**config.mk**
```make
export PLATFORM = sky130hd
export DESIGN_NAME = irq_ctl_reg
export DESIGN_NICKNAME = d
export VERILOG_FILES = /design/src/rtl/irq_ctl_pkg.sv /design/src/rtl/irq_edge_sync.sv /design/src/rtl/irq_pin_change.sv /design/src/rtl/irq_flag_bit.sv /design/src/rtl/irq_ctl_reg.sv
export SDC_FILE = /design/constraint.sdc
export NUM_CORES = 1
export LEC_CHECK = 0
export ABC_AREA = 1
export ABC_CLOCK_PERIOD_IN_PS = 1200
export CORE_ASPECT_RATIO = 1.5
export CORE_MARGIN = 3
export CORE_UTILIZATION = 30
export DETAILED_ROUTE_END_ITERATION = 6
export PLACE_DENSITY = 0.69
export SETUP_SLACK_MARGIN = 0.15
export SLEW_MARGIN = 20
export SYNTH_ARGS = -nofsm -noshare
export SYNTH_HDL_FRONTEND = slang
export SYNTH_SLANG_ARGS = --single-unit
```
**constraint.sdc**
```tcl
create_clock -name clk_i -period 1.2 [get_ports clk_i]
set_input_delay 0.12 -clock clk_i [delete_from_list [all_inputs] [get_ports clk_i]]
set_output_delay 0.12 -clock clk_i [all_outputs]
set_load 0.01 [all_outputs]
```
**src/rtl/irq_ctl_pkg.sv**
```systemverilog
package irq_ctl_pkg;
  localparam int REG_W  = 8;
  localparam int N_FLAG = 3;
  localparam int N_EN   = REG_W - N_FLAG;
  // flag positions; rollover has the highest bit
  localparam int FLG_CHG = 0;
  localparam int FLG_EXT = 1;
  localparam int FLG_TMR = 2;

  typedef struct packed {
    logic glb_en;
    logic grp_en;
    logic tmr_en;
    logic ext_en;
    logic chg_en;
  } irq_en_t;
endpackage

```
**src/rtl/irq_edge_sync.sv**
```systemverilog
module irq_edge_sync #(
  parameter int STAGES = 2
) (
  input  logic clk_i,
  input  logic rst_ni,
  input  logic pin_i,
  output logic rise_o
);
  logic [STAGES-1:0] sync_q;
  logic              prev_q;

  always_ff @(posedge clk_i or negedge rst_ni) begin
    if (!rst_ni) begin
      sync_q <= '0;
      prev_q <= 1'b0;
    end else begin
      sync_q <= {sync_q[STAGES-2:0], pin_i};
      prev_q <= sync_q[STAGES-1];
    end
  end

  assign rise_o = sync_q[STAGES-1] & ~prev_q;

  AST_RISE_SINGLE: assert property (@(posedge clk_i) disable iff (!rst_ni)
    rise_o |=> !rise_o);
endmodule

```
**src/rtl/irq_pin_change.sv**
```systemverilog
module irq_pin_change #(
  parameter int NUM_PINS = 8
) (
  input  logic                clk_i,
  input  logic                rst_ni,
  input  logic [NUM_PINS-1:0] pins_i,
  input  logic [NUM_PINS-1:0] mask_i,
  input  logic                rd_i,
  output logic                chg_o
);
  logic [NUM_PINS-1:0] pins_q, ref_q;

  always_ff @(posedge clk_i or negedge rst_ni) begin
    if (!rst_ni) begin
      pins_q <= '0;
      ref_q  <= '0;
    end else begin
      pins_q <= pins_i;
      if (rd_i) ref_q <= pins_q;
    end
  end

  assign chg_o = |((pins_q ^ ref_q) & mask_i);

  AST_MASK_GATES: assert property (@(posedge clk_i) disable iff (!rst_ni)
    (mask_i == '0) |-> !chg_o);
endmodule

```
**src/rtl/irq_flag_bit.sv**
```systemverilog
module irq_flag_bit #(
  parameter bit HAS_RST = 1'b1
) (
  input  logic clk_i,
  input  logic rst_ni,
  input  logic set_i,
  input  logic we_i,
  input  logic wd_i,
  output logic q_o
);
  logic nxt;
  // hardware set has priority over a software write
  assign nxt = set_i | (we_i ? wd_i : q_o);

  if (HAS_RST) begin : g_rst
    always_ff @(posedge clk_i or negedge rst_ni) begin
      if (!rst_ni) q_o <= 1'b0;
      else         q_o <= nxt;
    end
  end else begin : g_norst
    always_ff @(posedge clk_i) q_o <= nxt;
  end

  AST_SET_WINS: assert property (@(posedge clk_i) disable iff (!rst_ni)
    set_i |=> q_o);
  AST_FLAG_HOLD: assert property (@(posedge clk_i) disable iff (!rst_ni)
    (q_o && !(we_i && !wd_i)) |=> q_o);
  AST_FLAG_CLEAR: assert property (@(posedge clk_i) disable iff (!rst_ni)
    (we_i && !wd_i && !set_i) |=> !q_o);
endmodule

```
**src/rtl/irq_ctl_reg.sv**
```systemverilog
module irq_ctl_reg
  import irq_ctl_pkg::*;
#(
  parameter int NUM_PINS    = 8,
  parameter int NUM_PERIPH  = 4,
  parameter int EXT_STAGES  = 2
) (
  input  logic                  clk_i,
  input  logic                  rst_ni,
  input  logic                  reg_we_i,
  input  logic [REG_W-1:0]      reg_wdata_i,
  output logic [REG_W-1:0]      reg_rdata_o,
  input  logic                  tmr_roll_i,
  input  logic                  ext_pin_i,
  input  logic [NUM_PINS-1:0]   gp_pins_i,
  input  logic [NUM_PINS-1:0]   chg_mask_i,
  input  logic                  port_rd_i,
  input  logic [NUM_PERIPH-1:0] periph_req_i,
  output logic                  irq_o
);
  irq_en_t           en_q;
  logic [N_FLAG-1:0] flg_q, flg_set;
  logic              ext_rise, chg_any, periph_any;

  always_ff @(posedge clk_i or negedge rst_ni) begin
    if (!rst_ni)       en_q <= '0;
    else if (reg_we_i) en_q <= irq_en_t'(reg_wdata_i[REG_W-1:N_FLAG]);
  end

  irq_edge_sync #(.STAGES(EXT_STAGES)) u_ext (
    .clk_i (clk_i),
    .rst_ni(rst_ni),
    .pin_i (ext_pin_i),
    .rise_o(ext_rise)
  );

  irq_pin_change #(.NUM_PINS(NUM_PINS)) u_chg (
    .clk_i (clk_i),
    .rst_ni(rst_ni),
    .pins_i(gp_pins_i),
    .mask_i(chg_mask_i),
    .rd_i  (port_rd_i),
    .chg_o (chg_any)
  );

  always_comb begin
    flg_set          = '0;
    flg_set[FLG_TMR] = tmr_roll_i;
    flg_set[FLG_EXT] = ext_rise;
    flg_set[FLG_CHG] = chg_any;
  end

  // the pin-change flag keeps its value across reset
  for (genvar i = 0; i < N_FLAG; i++) begin : g_flag
    irq_flag_bit #(.HAS_RST(i != FLG_CHG)) u_flag (
      .clk_i (clk_i),
      .rst_ni(rst_ni),
      .set_i (flg_set[i]),
      .we_i  (reg_we_i),
      .wd_i  (reg_wdata_i[i]),
      .q_o   (flg_q[i])
    );
  end

  assign reg_rdata_o = {en_q, flg_q};
  assign periph_any  = |periph_req_i;
  assign irq_o = en_q.glb_en & ((en_q.tmr_en & flg_q[FLG_TMR]) |
                                (en_q.ext_en & flg_q[FLG_EXT]) |
                                (en_q.chg_en & flg_q[FLG_CHG]) |
                                (en_q.grp_en & periph_any));

  always_comb begin
    if (!rst_ni) begin
      AST_RST_CLEAR: assert (reg_rdata_o[REG_W-1:1] == '0 && !irq_o);
    end
  end

  AST_GLB_OFF: assert property (@(posedge clk_i) disable iff (!rst_ni)
    !reg_rdata_o[REG_W-1] |-> !irq_o);
  AST_TMR_SET: assert property (@(posedge clk_i) disable iff (!rst_ni)
    tmr_roll_i |=> reg_rdata_o[FLG_TMR]);
  AST_GRP_OFF: assert property (@(posedge clk_i) disable iff (!rst_ni)
    (!reg_rdata_o[REG_W-2] && !(|(reg_rdata_o[REG_W-3:N_FLAG] & reg_rdata_o[N_FLAG-1:0])))
      |-> !irq_o);
endmodule

```
=== Word-level counts from Yosys, hierarchy flattened ===
Cells that the tools add are included.
Widths: inputs -> output; s select.

* Flip-flop bits (word level): 27
* Output and inout port bits: 9

* Multiplexer cells: 3
* Bitwise operators: 15
* Reductions and logical operators: 2

{| class="wikitable"
|+ Operator list
! cell !! count
|-
| $and 8x8->8 || 1
|-
| $reduce_or 8->1 || 1
|-
| $xor 8x8->8 || 1
|-
| $and 1x1->1 || 6
|-
| $or 1x1->1 || 6
|-
| $reduce_or 4->1 || 1
|-
| $mux 1 || 3
|-
| $not 1->1 || 1
|}

=== Longest topological paths before layout ===
* Depth in word-level cells: 5
* Mapped depth: 6

=== By module ===
From an unflattened synthesis, not the netlist that was laid out.

* Cells, all modules: 126
* Area total of the unflattened synthesis: 1,131.1 µm²

{| class="wikitable"
|+ By module, submodules not included
! module !! instances !! cells an instance !! area each (µm²) !! seq. area each (µm²)
|-
| irq_pin_change || 1 || 80 || 668.1 || 400.4
|-
| irq_ctl_reg || 1 || 23 || 225.2 || 125.1
|-
| irq_flag_bit (g_flag[1].u_flag ...) || 2 || 6 || 52.6 || 25.0
|-
| irq_edge_sync || 1 || 5 || 85.1 || 75.1
|-
| irq_flag_bit (g_flag[0].u_flag) || 1 || 6 || 47.5 || 20.0
|}

=== Least setup slack after synthesis ===
OpenSTA, ideal clock, no wires.

* Path type: reg2reg
* Start: register u_chg.ref_q[3]
* End: register g_flag[0].u_flag.q_o
* Setup time: 121 ps
* Data arrival time: 777 ps
* Required time: 1,079 ps
* Slack: 302 ps
* Stages on the path, launching flop included: 6
* Path buffers: 0
* Period minus slack after synthesis: 898 ps
* Cells stage by stage: dfrtp_1 or2_1 nand3_1 nand2_1 inv_1 nand3_1

* Longest elaborated chain between the ends: 4

{| class="wikitable"
|+ Ends and longest elaborated chain
! what !! line !! source
|-
| from (decl) || irq_pin_change.sv:11 || <nowiki>logic [NUM_PINS-1:0] pins_q, ref_q;</nowiki>
|-
| from (signal assigned) || irq_pin_change.sv:19 || <nowiki>if (rd_i) ref_q <= pins_q;</nowiki>
|-
| $xor 8x8->8 || irq_pin_change.sv:23 || <nowiki>assign chg_o = |((pins_q ^ ref_q) & mask_i);</nowiki>
|-
| $and 8x8->8 || irq_pin_change.sv:23 ||
|-
| $reduce_or 8->1 || irq_pin_change.sv:23 ||
|-
| $or 1x1->1 || irq_flag_bit.sv:13 || <nowiki>assign nxt = set_i | (we_i ? wd_i : q_o);</nowiki>
|-
| net g_flag[0].u_flag.nxt || irq_flag_bit.sv:11 || <nowiki>logic nxt;</nowiki>
|-
| to (signal assigned) || irq_flag_bit.sv:21 || <nowiki>always_ff @(posedge clk_i) q_o <= nxt;</nowiki>
|-
| to (decl) || irq_flag_bit.sv:9 || <nowiki>output logic q_o</nowiki>
|}

The timed path passes the listed nets, and every way through them passes these cells.
A chain may end at the register's enable or synchronous reset.

=== Final worst setup path ===
* Start: register en_q, in the netlist reg_rdata_o[5]
* End: output irq_o

* Longest elaborated chain between the ends: 5

{| class="wikitable"
|+ Ends and longest elaborated chain
! what !! line !! source
|-
| from (decl) || irq_ctl_reg.sv:21 || <nowiki>irq_en_t en_q;</nowiki>
|-
| from (signal assigned) || irq_ctl_reg.sv:27 || <nowiki>else if (reg_we_i) en_q <= irq_en_t'(reg_wdata_i[REG_W-1:N_FLAG]);</nowiki>
|-
| $and 1x1->1 || irq_ctl_reg.sv:67 || <nowiki>assign irq_o = en_q.glb_en & ((en_q.tmr_en & flg_q[FLG_TMR]) |</nowiki>
|-
| $or 1x1->1 || irq_ctl_reg.sv:67 ||
|-
| $or 1x1->1 || irq_ctl_reg.sv:68 || <nowiki>(en_q.ext_en & flg_q[FLG_EXT]) |</nowiki>
|-
| $or 1x1->1 || irq_ctl_reg.sv:69 || <nowiki>(en_q.chg_en & flg_q[FLG_CHG]) |</nowiki>
|-
| $and 1x1->1 || irq_ctl_reg.sv:67 ||
|-
| to (decl) || irq_ctl_reg.sv:19 || <nowiki>output logic irq_o</nowiki>
|}

Every way passes these cells.

==> summary.md <==
| Metric | Value |
|---|---|
| Outcome | completed |
| Mapped Cells | 123 |
| Chip height | approximately 80 um |
| Clock Sinks | 27 |
| Global-route wire length before repair | between 4000 and 5000 um |
| Bufs and invs on worst path | 1 |
| Routability Congestion | just under 0.8 |
| Distinct cell type count after synthesis | 15 |
| WHS | 213 ps |
| Crit path max fanout | 2 |
| Total negative slack | 0 ps |
| Synth Warn # | 0 |
| Share of layout cells above drive strength 1 | roughly 16% |
| Initial antenna violation count | 0 |
| Worst path required time | 1080 ps |
| Io pins | between 40 and 50 |
| Post-DP HPWL | 1980 um |
| Crit. End Element | output pin |
| Initial Util | a little under a third |
| Vias | approximately 950 |
| Die W | around 56 um |
| Worst min-delay path category | primary input to async pin |
| Slew @ Worst Pin | 321 ps |
| Post-Syn Area | 0.00111 mm2 |
| Final setup vio count | 0 |
| Leak | between 0.8 and 0.9 nW |
| Routed length per placed instance | roughly 11 um |
| CTS tree | yes |
| Crit-path cells | nand2_1 -> nand2_1 -> a21oi_2 -> a21oi_1 -> buf_2 |
| Max Freq | 845 MHz |
| Final Hold Fails | 0 |
| Core Rows | 26 |
| Max Clock Skew | approximately 3.7 ps |
| Iteration-0 DRC Markers | 14 |
| Diode count | 0 |
| Tcrit/Tclk final | 98.6% |
| Design area | ~0.0017 mm2 |
| Synth Flop Type | dfrtp_1 |
| Crit path top cell by count | nand2_1 |
| Maximum VDD drop | approximately 0.66 mV |
| H-tree level count | 1 |
| Total global-route track usage | roughly an eighth |
| Vias in the first global route | 1041 |
| Final net count | about 210 |
| Gr ovfl total | 0 |
| Cell Pwr Density | 1100 mW/mm2 |
| Max capacitance violation total | 0 |
| Sequential fraction of the synthesis area | about three fifths |
| Final Routed Wirelength | 2430 um |
| Clock slew seen by the registers of the worst setup and hold paths | 80 ps |
| Avg Inst Size Synth | about 9.0 um2 |
| Count of final max-slew check failures | 0 |
| Crit Path Category | register to output pin |
| Fillers | around 330 |
| Root Buffer | clkbuf_8 |
| Total core area | around 0.0035 mm2 |
| Routed Antenna Nets | 0 |
| RSZ-0062 raised after global routing | true |
| Highest cell delay on the worst timing path | 380 ps |
| P&R area growth vs syn | 53.0% |
| Non-Filler Instances | approximately 220 |
| Maximum clock path buffer count | 2 |
| Max_slew headroom | 78.6% |
| Largest delay contributor family on the critical path | flip-flops |
| Clk_lat worst skew | roughly 260 ps |
| Clock buffer count from CTS | 3 |
| Synth Net Count | between 150 and 200 |
| Post-synthesis register bit count | 27 |
| Die Footprint | 0.00448 mm2 |
| Slowest CP cell | dfrtp_1 |
| IO Port Bufs | 42 |
| Min Tclk post-route | 1180 ps |
| Remaining DRCs | 0 |
| Worst setup SP type | register |
| First-pass iteration count of the detailed router | 4 |
| Number of synthesized flops with an enable pin | 0 |
| Vias per cell | between 4 and 5 |
| Total placed instance area | 0.00162 mm2 |
| Placed cells | around 210 |
| Crit path DAT | between 1000 and 1500 ps |
| Async SR Flop Fraction | 96.3% |
| Largest net degree at the start of global routing | 27 |
==> area by class of cell <==
type / instances / area (um2) / share of cell area, %
well taps: 42 / 52.6 / 3.10
repair buffers: 54 / 526 / 31.0
inverters: 15 / 56.3 / 3.32
flip-flops and latches: 27 / 671 / 39.5
multi-input cells: 76 / 347 / 20.4
clock buffers: 4 / 45.0 / 2.65
==> state kept, by name, indices dropped and copies added (netlist names) <==
| register | count |
|---|---|
| u_chg.pins_q | 8 |
| u_chg.ref_q | 8 |
| reg_rdata_o | 5 |
| g_flag.u_flag.q_o | 3 |
| u_ext.sync_q | 2 |
| u_ext.prev_q | 1 |
==> cell families after synthesis <==
logic type / Yosys count / share of synthesized area (%)
AND/OR/NAND/NOR: 62 / 22.3
flip-flops: 27 / 60.5
buffers and inverters: 20 / 8.58
AO/OA/AOI/OAI: 11 / 5.53
multiplexers: 3 / 3.05
==> stage by stage <==
stage	utilization, %	setup slack (ps)	power, mW
global placement	46.5	-293	1.38
finish	48.7	16.4	1.87
global route	48.7	-40.8	1.99
CTS	47.5	-3.81	1.87
floorplan	-	302	1.16
detailed placement	46.5	-356	1.40
==> power by group <==
group | internal [mW] | switching (mW) | leakage [nW]
Sequential | 0.974 | 0.0404 | 0.314
Combinational | 0.229 | 0.147 | 0.494
Clock | 0.237 | 0.244 | 0.0228
Total | 1.44 | 0.431 | 0.831
==> repair_timing <==
action / in CTS / in global routing
endpoints found under the setup margin: 9 / 8
gates resized for setup: 36 / 7
setup buffers: 1 / 1
endpoints found under the hold margin: 0 / 0
pin swaps: 1 / 0
hold buffers: 0 / 0
==> per-layer routing <==
layer	vias to the layer above	track usage [%]	part of all wire (%)
met1	446	12.0	37
met5	-	0	0
met2	26	23.2	57
li1	480	-	-
met3	2	2.41	6.0
met4	0	4.38	0.66
==> cells in the mapped netlist, types with 2 or more instances <==
cell	n	area [um2]
inv_1	15	56.3
o21ai_0	6	30.0
nand2_1	46	173
a21oi_1	3	15.0
nand3_1	8	40.0
dfrtp_1	26	651
mux2_2	3	33.8
nor2_1	6	22.5
or2_1	2	12.5
buf_4	3	22.5
==> cells in the final DEF (no fill, tap or decap) <==
cell and instances:
nand2_1 46, clkdlybuf4s50_1 33, dfrtp_1 26, inv_1 15
buf_6 9, buf_4 9, nand3_1 8, nor2_1 6
o21ai_0 6, mux2_2 3, clkbuf_8 3, a21oi_1 2
or2_1 2, a21oi_2 1, o21ai_2 1, o211ai_1 1
clkbuf_1 1, dfxtp_1 1, buf_2 1, clkdlybuf4s15_2 1
clkdlybuf4s15_1 1
==> worst paths after layout <==
check	start	to	slack, ps	cells past startpoint
max in group asynchronous	rst_ni	u_chg.ref_q[7]	740	2
min	rst_ni	u_ext.sync_q[0]	210	2
min reg2reg	u_ext.sync_q[0]	u_ext.sync_q[1]	360	0
max reg2reg	u_chg.pins_q[2]	g_flag[0].u_flag.q_o	240	6
max	reg_rdata_o[5]	irq_o	20	5
min in group clk_i	gp_pins_i[3]	u_chg.pins_q[3]	290	1
Note: power is estimated with default switching activity, not from simulation.
